$ cat src/rtl/irq_stack_pkg.sv
package irq_stack_pkg;
    localparam int FRAME_BYTES = 9;
    localparam int STEP_W      = $clog2(FRAME_BYTES);

    // byte slots of the saved frame, slot k lives at SP-k
    localparam int SLOT_PCL = 0;
    localparam int SLOT_PCH = 1;
    localparam int SLOT_IYL = 2;
    localparam int SLOT_IYH = 3;
    localparam int SLOT_IXL = 4;
    localparam int SLOT_IXH = 5;
    localparam int SLOT_A   = 6;
    localparam int SLOT_B   = 7;
    localparam int SLOT_CCR = 8;

    typedef enum logic {
        DIR_PUSH = 1'b0,
        DIR_PULL = 1'b1
    } dir_e;
endpackage

$ cat src/rtl/irq_frame_pack.sv
module irq_frame_pack
    import irq_stack_pkg::*;
#(
    parameter int DATA_W = 8,
    localparam int WORD_W = 2 * DATA_W
) (
    input  logic                                   trap_illegal,
    input  logic [WORD_W-1:0]                      pc_in,
    input  logic [WORD_W-1:0]                      bad_pc_in,
    input  logic [WORD_W-1:0]                      iy_in,
    input  logic [WORD_W-1:0]                      ix_in,
    input  logic [DATA_W-1:0]                      acc_a_in,
    input  logic [DATA_W-1:0]                      acc_b_in,
    input  logic [DATA_W-1:0]                      ccr_in,
    output logic [FRAME_BYTES-1:0][DATA_W-1:0]     frame
);
    logic [WORD_W-1:0] ret_addr;

    // illegal-opcode trap stacks the first byte of the bad instruction
    assign ret_addr = trap_illegal ? bad_pc_in : pc_in;

    always_comb begin
        frame           = '0;
        frame[SLOT_PCL] = ret_addr[DATA_W-1:0];
        frame[SLOT_PCH] = ret_addr[WORD_W-1:DATA_W];
        frame[SLOT_IYL] = iy_in[DATA_W-1:0];
        frame[SLOT_IYH] = iy_in[WORD_W-1:DATA_W];
        frame[SLOT_IXL] = ix_in[DATA_W-1:0];
        frame[SLOT_IXH] = ix_in[WORD_W-1:DATA_W];
        frame[SLOT_A]   = acc_a_in;
        frame[SLOT_B]   = acc_b_in;
        frame[SLOT_CCR] = ccr_in;
    end
endmodule

$ cat src/rtl/irq_frame_unpack.sv
module irq_frame_unpack
    import irq_stack_pkg::*;
#(
    parameter int DATA_W = 8,
    localparam int WORD_W = 2 * DATA_W
) (
    input  logic [FRAME_BYTES-1:0][DATA_W-1:0] frame,
    output logic [WORD_W-1:0]                  pc_out,
    output logic [WORD_W-1:0]                  iy_out,
    output logic [WORD_W-1:0]                  ix_out,
    output logic [DATA_W-1:0]                  acc_a_out,
    output logic [DATA_W-1:0]                  acc_b_out,
    output logic [DATA_W-1:0]                  ccr_out
);
    assign pc_out    = {frame[SLOT_PCH], frame[SLOT_PCL]};
    assign iy_out    = {frame[SLOT_IYH], frame[SLOT_IYL]};
    assign ix_out    = {frame[SLOT_IXH], frame[SLOT_IXL]};
    assign acc_a_out = frame[SLOT_A];
    assign acc_b_out = frame[SLOT_B];
    assign ccr_out   = frame[SLOT_CCR];
endmodule

$ cat src/rtl/irq_addr_gen.sv
module irq_addr_gen
    import irq_stack_pkg::*;
#(
    parameter int ADDR_W = 16
) (
    input  logic [ADDR_W-1:0] sp_base,
    input  logic [STEP_W-1:0] step,
    input  dir_e              dir,
    output logic [ADDR_W-1:0] addr
);
    logic [ADDR_W-1:0] step_ext;

    assign step_ext = ADDR_W'(step);

    // push walks down from SP, pull walks up from SP+1
    always_comb begin
        if (dir == DIR_PUSH) addr = sp_base - step_ext;
        else                 addr = sp_base + step_ext + ADDR_W'(1);
    end
endmodule

$ cat src/rtl/irq_stack_seq.sv
module irq_stack_seq
    import irq_stack_pkg::*;
#(
    parameter int ADDR_W = 16,
    parameter int DATA_W = 8,
    localparam int WORD_W = 2 * DATA_W
) (
    input  logic              clk,
    input  logic              rst_n,
    input  logic              entry_req,
    input  logic              return_req,
    input  logic              trap_illegal,
    input  logic [ADDR_W-1:0] sp_in,
    input  logic [WORD_W-1:0] pc_in,
    input  logic [WORD_W-1:0] bad_pc_in,
    input  logic [WORD_W-1:0] iy_in,
    input  logic [WORD_W-1:0] ix_in,
    input  logic [DATA_W-1:0] acc_a_in,
    input  logic [DATA_W-1:0] acc_b_in,
    input  logic [DATA_W-1:0] ccr_in,
    output logic [ADDR_W-1:0] mem_addr,
    output logic [DATA_W-1:0] mem_wdata,
    output logic              mem_we,
    output logic              mem_re,
    input  logic [DATA_W-1:0] mem_rdata,
    output logic              busy,
    output logic              done,
    output logic              ccr_stacked,
    output logic [ADDR_W-1:0] sp_out,
    output logic [WORD_W-1:0] pc_out,
    output logic [WORD_W-1:0] iy_out,
    output logic [WORD_W-1:0] ix_out,
    output logic [DATA_W-1:0] acc_a_out,
    output logic [DATA_W-1:0] acc_b_out,
    output logic [DATA_W-1:0] ccr_out
);
    localparam logic [STEP_W-1:0] LAST_STEP  = STEP_W'(FRAME_BYTES - 1);
    localparam logic [ADDR_W-1:0] FRAME_SPAN = ADDR_W'(FRAME_BYTES);

    typedef struct packed {
        logic                              busy;
        dir_e                              dir;
        logic [STEP_W-1:0]                 step;
        logic [ADDR_W-1:0]                 sp;
        logic [FRAME_BYTES-1:0][DATA_W-1:0] frame;
    } seq_t;

    seq_t seq_d, seq_q;

    logic [FRAME_BYTES-1:0][DATA_W-1:0] snap_frame;
    logic [STEP_W-1:0]                  pull_slot;
    logic                               last_xfer;
    logic [ADDR_W-1:0]                  xfer_addr;

    irq_frame_pack #(.DATA_W(DATA_W)) u_pack (
        .trap_illegal (trap_illegal),
        .pc_in        (pc_in),
        .bad_pc_in    (bad_pc_in),
        .iy_in        (iy_in),
        .ix_in        (ix_in),
        .acc_a_in     (acc_a_in),
        .acc_b_in     (acc_b_in),
        .ccr_in       (ccr_in),
        .frame        (snap_frame)
    );

    irq_addr_gen #(.ADDR_W(ADDR_W)) u_addr (
        .sp_base (seq_q.sp),
        .step    (seq_q.step),
        .dir     (seq_q.dir),
        .addr    (xfer_addr)
    );

    irq_frame_unpack #(.DATA_W(DATA_W)) u_unpack (
        .frame     (seq_q.frame),
        .pc_out    (pc_out),
        .iy_out    (iy_out),
        .ix_out    (ix_out),
        .acc_a_out (acc_a_out),
        .acc_b_out (acc_b_out),
        .ccr_out   (ccr_out)
    );

    assign pull_slot = LAST_STEP - seq_q.step;
    assign last_xfer = seq_q.busy && (seq_q.step == LAST_STEP);

    always_comb begin
        seq_d = seq_q;
        if (!seq_q.busy) begin
            // entry takes precedence over return when both are raised
            if (entry_req) begin
                seq_d.busy  = 1'b1;
                seq_d.dir   = DIR_PUSH;
                seq_d.step  = '0;
                seq_d.sp    = sp_in;
                seq_d.frame = snap_frame;
            end else if (return_req) begin
                seq_d.busy = 1'b1;
                seq_d.dir  = DIR_PULL;
                seq_d.step = '0;
                seq_d.sp   = sp_in;
            end
        end else begin
            if (seq_q.dir == DIR_PULL) begin
                seq_d.frame[pull_slot] = mem_rdata;
            end
            if (last_xfer) begin
                seq_d.busy = 1'b0;
                seq_d.step = '0;
                seq_d.sp   = (seq_q.dir == DIR_PUSH) ? seq_q.sp - FRAME_SPAN
                                                     : seq_q.sp + FRAME_SPAN;
            end else begin
                seq_d.step = seq_q.step + STEP_W'(1);
            end
        end
    end

    always_ff @(posedge clk) begin
        if (!rst_n) seq_q <= '0;
        else        seq_q <= seq_d;
    end

    assign busy        = seq_q.busy;
    assign done        = last_xfer;
    assign mem_we      = seq_q.busy && (seq_q.dir == DIR_PUSH);
    assign mem_re      = seq_q.busy && (seq_q.dir == DIR_PULL);
    assign mem_addr    = seq_q.busy ? xfer_addr : '0;
    assign mem_wdata   = mem_we ? seq_q.frame[seq_q.step] : '0;
    assign ccr_stacked = mem_we && last_xfer;
    assign sp_out      = seq_q.sp;
endmodule

$ cat config.mk
export PLATFORM = sky130hd
export DESIGN_NAME = irq_stack_seq
export DESIGN_NICKNAME = d
export VERILOG_FILES = /design/src/rtl/irq_stack_pkg.sv /design/src/rtl/irq_frame_pack.sv /design/src/rtl/irq_frame_unpack.sv /design/src/rtl/irq_addr_gen.sv /design/src/rtl/irq_stack_seq.sv
export SDC_FILE = /design/constraint.sdc
export NUM_CORES = 1
export LEC_CHECK = 0
export BUFFER_PORTS_ARGS = -buffer_cell sky130_fd_sc_hd__buf_2
export CORE_MARGIN = 8
export CORE_UTILIZATION = 30
export DETAILED_ROUTE_END_ITERATION = 6
export GPL_TIMING_DRIVEN = 0
export PLACE_DENSITY = 0.48
export SETUP_SLACK_MARGIN = 0.3
export SLEW_MARGIN = 20
export SYNTH_ARGS = -nofsm -noshare
export SYNTH_HDL_FRONTEND = slang
export SYNTH_HIERARCHICAL = 1
export SYNTH_SLANG_ARGS = --single-unit
$ cat constraint.sdc
create_clock -name clk -period 7.6 [get_ports clk]
set_input_delay 1.14 -clock clk [delete_from_list [all_inputs] [get_ports clk]]
set_output_delay 1.14 -clock clk [all_outputs]
set_load 0.005 [all_outputs]
==> results of run 1 <==
state kept, by name, indices dropped and copies added, names as in the netlist:
register / count
busy: 1
sp_out: 16
seq_q: 77
through the flow:
step | cell area (um2) | util | power (mW) | instances | setup WS [ps]
5_1_grt | 9474 | 0.3656 | 1.785 | 1375 | 3116
3_5_place_dp | 9129 | 0.3523 | 1.160 | 1359 | 3655
4_1_cts | 9474 | 0.3656 | 1.707 | 1375 | 3258
3_3_place_gp | 9129 | 0.3523 | 1.161 | 1359 | 3718
2_1_floorplan | 7874 | - | 0.9750 | 857 | 4334
6_report | 9474 | 0.3656 | 1.692 | 1375 | 3326
layer usage:
layer / up-vias / part of all wire
met5: - / 0
met3: 21 / 0.064
met2: 237 / 0.49
li1: 3409 / -
met1: 3375 / 0.43
met4: 0 / 0.016
cell families (layout without fill, tap and decap cells):
group                      Yosys count  in the layout  synth area share
AOI/OAI and AO/OA                  276            276            0.2892
xor gates and xnor gates            21             21           0.02336
adders and majority gates           31             31           0.05212
buffers and inverters              218            401            0.1783
DFF                                 94             94            0.2390
muxes                               41             41           0.08486
and+or+nand+nor                    176            176            0.1332
path summary, 6_finish.rpt:
kind                               start                endpoint  slack, ps  cells past startpoint
hold reg to reg   seq_q[33]$_SDFFE_PN0P_  seq_q[33]$_SDFFE_PN0P_        500                      1
hold / removal    seq_q[33]$_SDFFE_PN0P_  seq_q[33]$_SDFFE_PN0P_        500                      1
setup reg to reg  seq_q[89]$_SDFFE_PN0P_  seq_q[56]$_SDFFE_PN0P_       4340                      9
setup / recovery  seq_q[89]$_SDFFE_PN0P_            mem_addr[13]       3330                      9
where the power goes:
part	internal [mW]	total [mW]	switching [mW]
clock	0.325	0.544	0.219
combinational	0.281	0.561	0.280
sequential	0.533	0.586	0.0534
total	1.14	1.69	0.552
layout by cell type (no fill, tap or decap), drive strengths merged, types with 9 or more instances in the layout:
| cell | n |
|---|---|
| mux2 | 16 |
| inv | 24 |
| nand2 | 40 |
| nand4 | 10 |
| dfxtp | 94 |
| o221a | 73 |
| clkbuf | 39 |
| buf | 334 |
| nor2b | 9 |
| ha | 28 |
| o21a | 78 |
| nand3 | 16 |
| a21oi | 37 |
| and2 | 20 |
| mux4 | 16 |
| o21ai | 27 |
| xor2 | 15 |
| nor2 | 41 |
| mux2i | 9 |
area by class of cell:
cell class                      instances  share of cell area
Tap cell                              335             0.04424
Sequential cell                        94              0.1986
Clock inverter                          6             0.01228
Multi-Input combinational cell        545              0.4843
Buffer                                196              0.1395
Clock buffer                           10             0.02417
Inverter                               22            0.008716
Timing Repair Buffer                  167             0.08822
==> metrics.txt, run 1 <==
outcome=completed; HP Class=reg2reg; clock root buffer=clkbuf_16; GRT met2 Usage=0.3175; fin. max-slew vios=0; Mean Syn Cell Area=between 9 and 10 um2; ANT cells=0; CP cell instances=inv_1 > ha_1 > o21ba_2 > o311ai_1 > nand4_1 > a21oi_1 > xor2_1 > and2_1 > buf_2; Synthesis Warnings=6; Detailed Place HPWL=23.35 mm; 1st-iter DRT viols=440; Clock Latency Late Sink=360 ps; # fillers=2694; Num CTS Buffers=9; clock transition at the registers of the reported paths=about 70 ps; busiest grt layer=met2; Yosys top cell area share=0.2390; final net count=approximately 1.2k; class of the most critical setup path=reg2out; I/O pin total=around 230; layout cells sized above 1=0.3933; # H-tree levels=3; CP Capture Type=output port; first-pass GRT wire length=~44 mm; sequential share of the synthesized area=0.2390; CP required=about 6500 ps; number of synthesized flops with an enable pin=0; Power Dens Cells=around 180 nW/um2; Clock Path Buffers=2; slowest cell delay on critical path=roughly 790 ps; most frequent cell after synthesis=buf_4; Final TNS setup=0 ps; unrepaired setup endpoints after global routing=false; met1 Track Usage GR=0.2275; Reg area=roughly 1900 um2; Die X=around 180 um; Buf/Inv on CP=2; Final Setup Violations=0; Syn Inst Count=roughly 860; relative max-transition margin=0.4408; # resized after CTS=0; synth unique cells=83; clock sink count=94; met3 usage=0.04064; top_reg_cell synth=dfxtp_1; Yosys reg bits=94; # Post-CTS Setup Buffers=0; Worst-Margin Slew=between 800 and 900 ps; count of final hold-check violations=0; vias per std cell=roughly 5; CP arrival=around 3100 ps; Total Wirelength=a little under 30 mm; Final Skew=about 10 ps; Critical Path Fanout Max=12; period utilization=0.5624; Initial Util=0.3039; Synth async-reset ratio=0; multi-input logic area=~4600 um2; CTS tree=yes; Worst path slowest cell=dfxtp_1; Core ar.=25910 um2; cell taking the most area after synthesis=dfxtp_1; startpoint types=register; largest cells by area after synthesis=dfxtp_1 24%, buf_4 14%, o221a_1 10%, o21a_1 7.4%, mux4_2 4.6%; Cell Area, Synth=approximately 7900 um2; Worst IR Drop VDD=between 0.1 and 0.15 mV; Initial DRT Pass Iterations=5; initial antenna violation count=0; die area=31690 um2; Max Cap Viol=0; antenna violation net count after detailed routing=0; wire length per cell=21.61 um; hold_buf cts=0; Leak=4.225 nW; Area Overhead vs Synth=20.32%; Final Hold Slack=approximately 500 ps; number of global-route vias before repair=between 7k and 8k; detailed-route DRC error count=0; Commonest cells post-synth=145 x buf_4, 94 x dfxtp_1, 78 x o21a_1; pin count of the biggest net entering global routing=17; Crit path max-delay family=compound AO/OA/AOI/OAI gates; DR vias=~7.0k; global-route usage over all layers=0.1837; f_max=roughly 0.23 GHz; Tmin final=4274 ps; Rows=59; total gr overflow=0; Synth Net Count=1005; routability cong.=between 0.8 and 0.9; PortBufs=approximately 170; Die Span Y=~180 um
No activity file was read; power rests on OpenSTA's default activity.
==> inputs of run 2 (changes only) <==
--- a/config.mk
+++ b/config.mk
@@ -5,12 +5,13 @@
 export SDC_FILE = /design/constraint.sdc
 export NUM_CORES = 1
 export LEC_CHECK = 0
+export ABC_AREA = 1
 export BUFFER_PORTS_ARGS = -buffer_cell sky130_fd_sc_hd__buf_2
 export CORE_MARGIN = 8
 export CORE_UTILIZATION = 30
 export DETAILED_ROUTE_END_ITERATION = 6
 export GPL_TIMING_DRIVEN = 0
-export PLACE_DENSITY = 0.48
+export PLACE_DENSITY = 0.49
 export SETUP_SLACK_MARGIN = 0.3
 export SLEW_MARGIN = 20
 export SYNTH_ARGS = -nofsm -noshare
==> constraint.sdc (replaced) <==
create_clock -name clk -period 3.8 [get_ports clk]
set_input_delay 0.57 -clock clk [delete_from_list [all_inputs] [get_ports clk]]
set_output_delay 0.57 -clock clk [all_outputs]
set_load 0.005 [all_outputs]
==> run 2 against run 1 <==
  * Total power grew 110%
  * Via count increased by 41%
  * Worst setup slack got worse by 2700 ps
  * Cell area is 12% higher
  * Largest cell class unchanged
  * Largest power group is now combinational logic
==> metrics.txt, run 2 <==
outcome=completed; CP arrival=2620 ps; Logic pwr share=0.402; max reg flops=77; Seq pwr share=0.335; Final Hold Slack=481.8 ps; Synth async-reset ratio=0; Clock Path Buffers=2; sequential share of the synthesized area=0.2107; CP Capture Type=output port; Synth Area in Adders=0.04595; largest cells by area after synthesis=dfxtp_1 21%, nand2_1 17%, buf_4 12%, o21ai_0 8.1%, nor2_1 8.1%; # H-tree levels=3; Commonest cells post-synth=403 x nand2_1, 193 x nor2_1, 167 x inv_1; Yosys reg bits=94; number of global-route vias before repair=9385; final net count=around 1.9k; hold path cells=3; Placed Area=around 10000 um2; multiplexer share of the synthesized area=0; Rows=63; Worst R2R Start=seq_q[88]$_SDFFE_PN0P_; Tmin final=3193 ps; R2R Path End=sp_out[14]$_SDFFE_PN0P_; R2R Setup Slk=roughly 700 ps; DR vias=approximately 9.9k; Clock Latency Late Sink=roughly 370 ps; Critical Path Fanout Max=10; f_max=around 0.31 GHz; layout cells sized above 1=0.2354; routability cong.=a little over 0.9; total gr overflow=0; Final TNS setup=0 ps; fin area=10590 um2; Worst R2R Path Depth=12; Die Span Y=between 150 and 200 um; Synth Net Count=1682; commonest cells after routing, fill and taps aside=403 x nand2_1, 193 x nor2_1, 189 x buf_2, 167 x inv_1, 147 x buf_4; Overall Power=3.574 mW; global-route usage over all layers=0.1958; Net Sw Power=between 1 and 1.5 mW; Total Wirelength=about 36 mm; largest family of logic cells by synthesized area=simple AND/OR/NAND/NOR gates; Yosys top cell area share=0.2107; period utilization=0.8402; first-pass GRT wire length=54.72 mm; Power Dens Cells=roughly 340 nW/um2; initial antenna violation count=0; count of final hold-check violations=0; commonest non-fill, non-tap cell in the layout=nand2_1; synth unique cells=39; Worst IR Drop VDD=about 0.22 mV; most frequent cell after synthesis=nand2_1; cell taking the most area after synthesis=dfxtp_1; Worst-Margin Slew=between 800 and 900 ps; Syn Inst Count=roughly 1.5k; Core ar.=29480 um2; Synth Area in Simple Gates=0.3616; Initial DRT Pass Iterations=6; min-delay src=return_req; clock transition at the registers of the reported paths=70 ps; 1st-iter DRT viols=746; Final Setup Violations=0; Area Overhead vs Synth=18.53%; fin worst setup slack=607.2 ps; # Post-CTS Setup Buffers=0; clock root buffer=clkbuf_16; Num CTS Buffers=9; net switching fraction of the power=0.4044; Detailed Place HPWL=~29 mm; Max Cap Viol=0; wire length per cell=approximately 17 um; PortBufs=around 180; Compound-Gate Fraction of Synth Area=0.1405; number of synthesized flops with an enable pin=0; pin count of the biggest net entering global routing=19; HP Class=in2reg; CP required=about 3200 ps; fin. max-slew vios=0; unrepaired setup endpoints after global routing=false; Cell Area, Synth=roughly 9000 um2; Post-Synth XOR/XNOR Area=0.01471; clock sink count=94; Mean Syn Cell Area=5.822 um2; I/O pin total=about 230; class of the most critical setup path=reg2out; Die X=roughly 190 um; DP Worst Slack=630.6 ps; startpoint types=register; Power Internal=approximately 2.1 mW; relative max-transition margin=0.4428; Synthesis Warnings=6; power share of the clock group=0.263; CTS tree=yes; detailed-route DRC error count=0; ANT cells=0; die area=roughly 36000 um2; antenna violation net count after detailed routing=0; Initial Util=0.3029; Final Skew=approximately 17 ps; Leak=between 5 and 6 nW; top_reg_cell synth=dfxtp_1; Top reg by flops=seq_q; hold_buf cts=0; Min-Delay Endpoint=seq_q[92]$_SDFFE_PN0P_; vias per std cell=around 4.7
==> run 2: critical path: stages, from the launching register on <==
cell     delay (ps)
dfxtp_1         530
buf_2           250
inv_2           120
buf_1           290
a21oi_1         210
o21ai_0         120
nand3_1         170
nand3_1         130
a21oi_1         280
buf_2           180
==> run 2: repair_timing <==
action | CTS | global route
hold endpoints to repair | 0 | 0
endpoints found under the setup margin | 0 | 2
gates resized for setup | 0 | 1
==> run 2: metal layers <==
| metal | part of all wire | global-route usage | up-vias |
|---|---|---|---|
| met5 | 0 | 0 | - |
| met4 | 0.014 | 0.04480 | 0 |
| met3 | 0.066 | 0.03457 | 23 |
| met2 | 0.43 | 0.3034 | 328 |
| met1 | 0.49 | 0.2772 | 4486 |
| li1 | - | - | 5058 |
==> run 2: worst max path at each step <==
stage                              endpoint                    from  slack, ps
floorplan            sp_out[1]$_SDFFE_PN0P_  seq_q[89]$_SDFFE_PN0P_       1480
global placement     sp_out[3]$_SDFFE_PN0P_  seq_q[89]$_SDFFE_PN0P_        660
detailed placement  sp_out[14]$_SDFFE_PN0P_  seq_q[89]$_SDFFE_PN0P_        630
CTS                            mem_wdata[1]  seq_q[89]$_SDFFE_PN0P_        490
global route                   mem_wdata[1]  seq_q[89]$_SDFFE_PN0P_        430
finish                         mem_wdata[5]  seq_q[88]$_SDFFE_PN0P_        610
==> run 2: cell type report <==
cell class	instances	area [um2]
clock inverter	7	65.06
buffer	198	1344
tap	390	488.0
clock buffer	9	225.2
fill	3394	18890
multi-input combinational	1063	5026
sequential	94	1883
timing repair buffer	175	875.8
inverter	179	679.4
==> run 2: power groups by stage <==
stage	Combinational (mW)	Clock, mW	Sequential (mW)
2_1_floorplan	1.02	0	1.16
3_3_place_gp	1.43	0	1.22
3_5_place_dp	1.43	0	1.22
4_1_cts	1.44	0.952	1.20
5_1_grt	1.63	0.980	1.21
6_report	1.44	0.941	1.20
==> run 2: cell families after synthesis <==
group | after synthesis
buffers and inverters | 377
and+or+nand+nor | 776
DFF | 94
AOI/OAI and AO/OA | 241
xor gates and xnor gates | 15
adders and majority gates | 31
==> run 2: per-stage QoR <==
step / util / std cells
after global placement: 0.3492 / 2099
after detailed placement: 0.3492 / 2099
after floorplan: - / 1534
final: 0.3591 / 2115
after CTS: 0.3591 / 2115
after global routing: 0.3591 / 2115
==> inputs of run 3 (changes only) <==
--- a/config.mk
+++ b/config.mk
@@ -11,7 +11,7 @@
 export CORE_UTILIZATION = 30
 export DETAILED_ROUTE_END_ITERATION = 6
 export GPL_TIMING_DRIVEN = 0
-export PLACE_DENSITY = 0.49
+export PLACE_DENSITY = 0.47
 export SETUP_SLACK_MARGIN = 0.3
 export SLEW_MARGIN = 20
 export SYNTH_ARGS = -nofsm -noshare
==> constraint.sdc (replaced) <==
create_clock -name clk -period 3.3 [get_ports clk]
set_input_delay 0.495 -clock clk [delete_from_list [all_inputs] [get_ports clk]]
set_output_delay 0.495 -clock clk [all_outputs]
set_load 0.005 [all_outputs]
==> run 3 against run 2 <==
  * Cell area grew 0.26%
  * Via count shrank 0.86%
  * Sequential power grew 15%
  * Highest routed layer is now met5
  * Combinational power grew 15%
  * Worst setup slack lost 250 ps
==> metrics.txt, run 3 (synthesis gave the netlist of run 2 again) <==
CP Capture Type=output port; clock root buffer=clkbuf_16; Seq pwr share=0.337; Tmin final=between 2000 and 3000 ps; Min-Delay Endpoint=seq_q[92]$_SDFFE_PN0P_; Final Setup Violations=0; Worst path slowest cell=dfxtp_1; HP Class=in2reg; class of the most critical setup path=reg2out; layout cells sized above 1=0.2423; max reg flops=77; antenna violation net count after detailed routing=0; min-delay src=return_req; # Post-CTS Setup Buffers=0; Worst IR Drop VDD=between 0.2 and 0.25 mV; most used cell, CP=buf_2; Leak=slightly below 6 nW; Top reg by flops=seq_q; Final TNS setup=0 ps; first-pass GRT wire length=~56 mm; post-route insts no fill=2116; R2R Path End=sp_out[14]$_SDFFE_PN0P_; Area Overhead vs Synth=18.84%; startpoint types=register; Worst-Margin Slew=736.6 ps; Power Dens Cells=386.0 nW/um2; 1st-iter DRT viols=around 900; number of global-route vias before repair=roughly 9.7k; Detailed Place HPWL=a little under 30 mm; initial antenna violation count=2; CP arrival=2450 ps; wire length per cell=17.17 um; hold_buf cts=0; Max Cap Viol=0; CP cell instances=buf_2 > inv_2 > buf_2 > nor2_1 > clkinv_2 > a21oi_1 > buf_2; PortBufs=~180; pin count of the biggest net entering global routing=18; outcome=completed; Final Skew=approximately 16 ps; commonest cells after routing, fill and taps aside=402 x nand2_1, 193 x nor2_1, 188 x buf_2, 167 x inv_1, 147 x buf_4; total gr overflow=0; Critical Path Fanout Max=10; Overall Power=approximately 4.1 mW; DP Worst Slack=about 110 ps; Placed Cells=2099; hold path cells=3; Initial Util=0.3029; clock sink count=94; Clock Latency Late Sink=370 ps; # fillers=3415; unrepaired setup endpoints after global routing=false; Logic pwr share=0.406; routability cong.=between 0.8 and 0.9; vias per std cell=between 4 and 5; final net count=1868; period utilization=0.8931; count of final hold-check violations=0; R2R Setup Slk=570 ps; clock transition at the registers of the reported paths=~70 ps; Worst R2R Path Depth=12; fin worst setup slack=approximately 350 ps; f_max=around 0.34 GHz; Die X=roughly 190 um; Net Sw Power=about 1.6 mW; Core ar.=~29000 um2; I/O pin total=around 230; net switching fraction of the power=0.4025; fin. max-slew vios=0; # H-tree levels=3; DR vias=9810; die area=approximately 36000 um2; Worst R2R Start=seq_q[89]$_SDFFE_PN0P_; Die Span Y=~190 um; Power Internal=around 2.4 mW; Rows=63; power share of the clock group=0.257; commonest non-fill, non-tap cell in the layout=nand2_1; CTS tree=yes; slowest cell delay on critical path=approximately 380 ps; Total Wirelength=roughly 36 mm; global-route usage over all layers=0.1999; relative max-transition margin=0.5089; Num CTS Buffers=9; CP required=around 2800 ps; Initial DRT Pass Iterations=5; Clock Path Buffers=2; detailed-route DRC error count=0
## run 3: cell type report
cell class,count,area (um2),area share
clock inverter,6,53.80,0.005069
clock buffer,10,229.0,0.02157
timing repair buffer,175,875.8,0.08252
antenna,1,2.502,0.0002358
multi-input combinational,1063,5041,0.4750
inverter,179,680.7,0.06413
buffer,198,1351,0.1273
tap,390,488.0,0.04597
sequential,94,1892,0.1782
## run 3: power by group through the flow
| stage | registers, mW | logic [mW] | clock network, mW |
|---|---|---|---|
| global route | 1.40 | 1.90 | 1.13 |
| CTS | 1.38 | 1.67 | 1.08 |
| global placement | 1.41 | 1.65 | 0 |
| floorplan | 1.33 | 1.17 | 0 |
| detailed placement | 1.41 | 1.66 | 0 |
| finish | 1.38 | 1.66 | 1.05 |
## run 3: critical path, delay by kind of cell (launching register included)
kind / cells / cell delay, ps
AOI/OAI and AO/OA: 1 / 340
buffers and inverters: 5 / 990
DFF: 1 / 380
and+or+nand+nor: 1 / 360
## run 3: worst max path at each step
stage / start / endpoint / slack [ps] / cells after the start
global route: seq_q[88]$_SDFFE_PN0P_ / mem_wdata[6] / 300 / 9
CTS: seq_q[88]$_SDFFE_PN0P_ / mem_wdata[4] / 330 / 9
detailed placement: seq_q[89]$_SDFFE_PN0P_ / sp_out[14]$_SDFFE_PN0P_ / 110 / 12
finish: busy$_SDFF_PN0_ / mem_wdata[6] / 350 / 7
floorplan: seq_q[89]$_SDFFE_PN0P_ / sp_out[1]$_SDFFE_PN0P_ / 980 / 12
global placement: seq_q[89]$_SDFFE_PN0P_ / sp_out[3]$_SDFFE_PN0P_ / 120 / 12
## run 3: layer usage
layer	wire length, um	vias to the layer above	track usage
met1	17610	4410	0.2806
met3	2491	27	0.03734
li1	-	5062	-
met5	13	-	0
met4	452	2	0.04119
met2	15770	309	0.3134
## run 3: timing repair
item	in CTS	in global routing
endpoints found under the setup margin	28	31
resized for setup	6	12
gates cloned	0	0
## run 3: through the flow
step / hold slack [ps] / util / instance area, um2
2_1_floorplan: 495.0 / - / 8931
3_5_place_dp: 544.1 / 0.3492 / 10290
4_1_cts: 371.1 / 0.3591 / 10590
3_3_place_gp: 545.7 / 0.3492 / 10290
5_1_grt: 400.8 / 0.3599 / 10610
6_report: 391.2 / 0.3600 / 10610
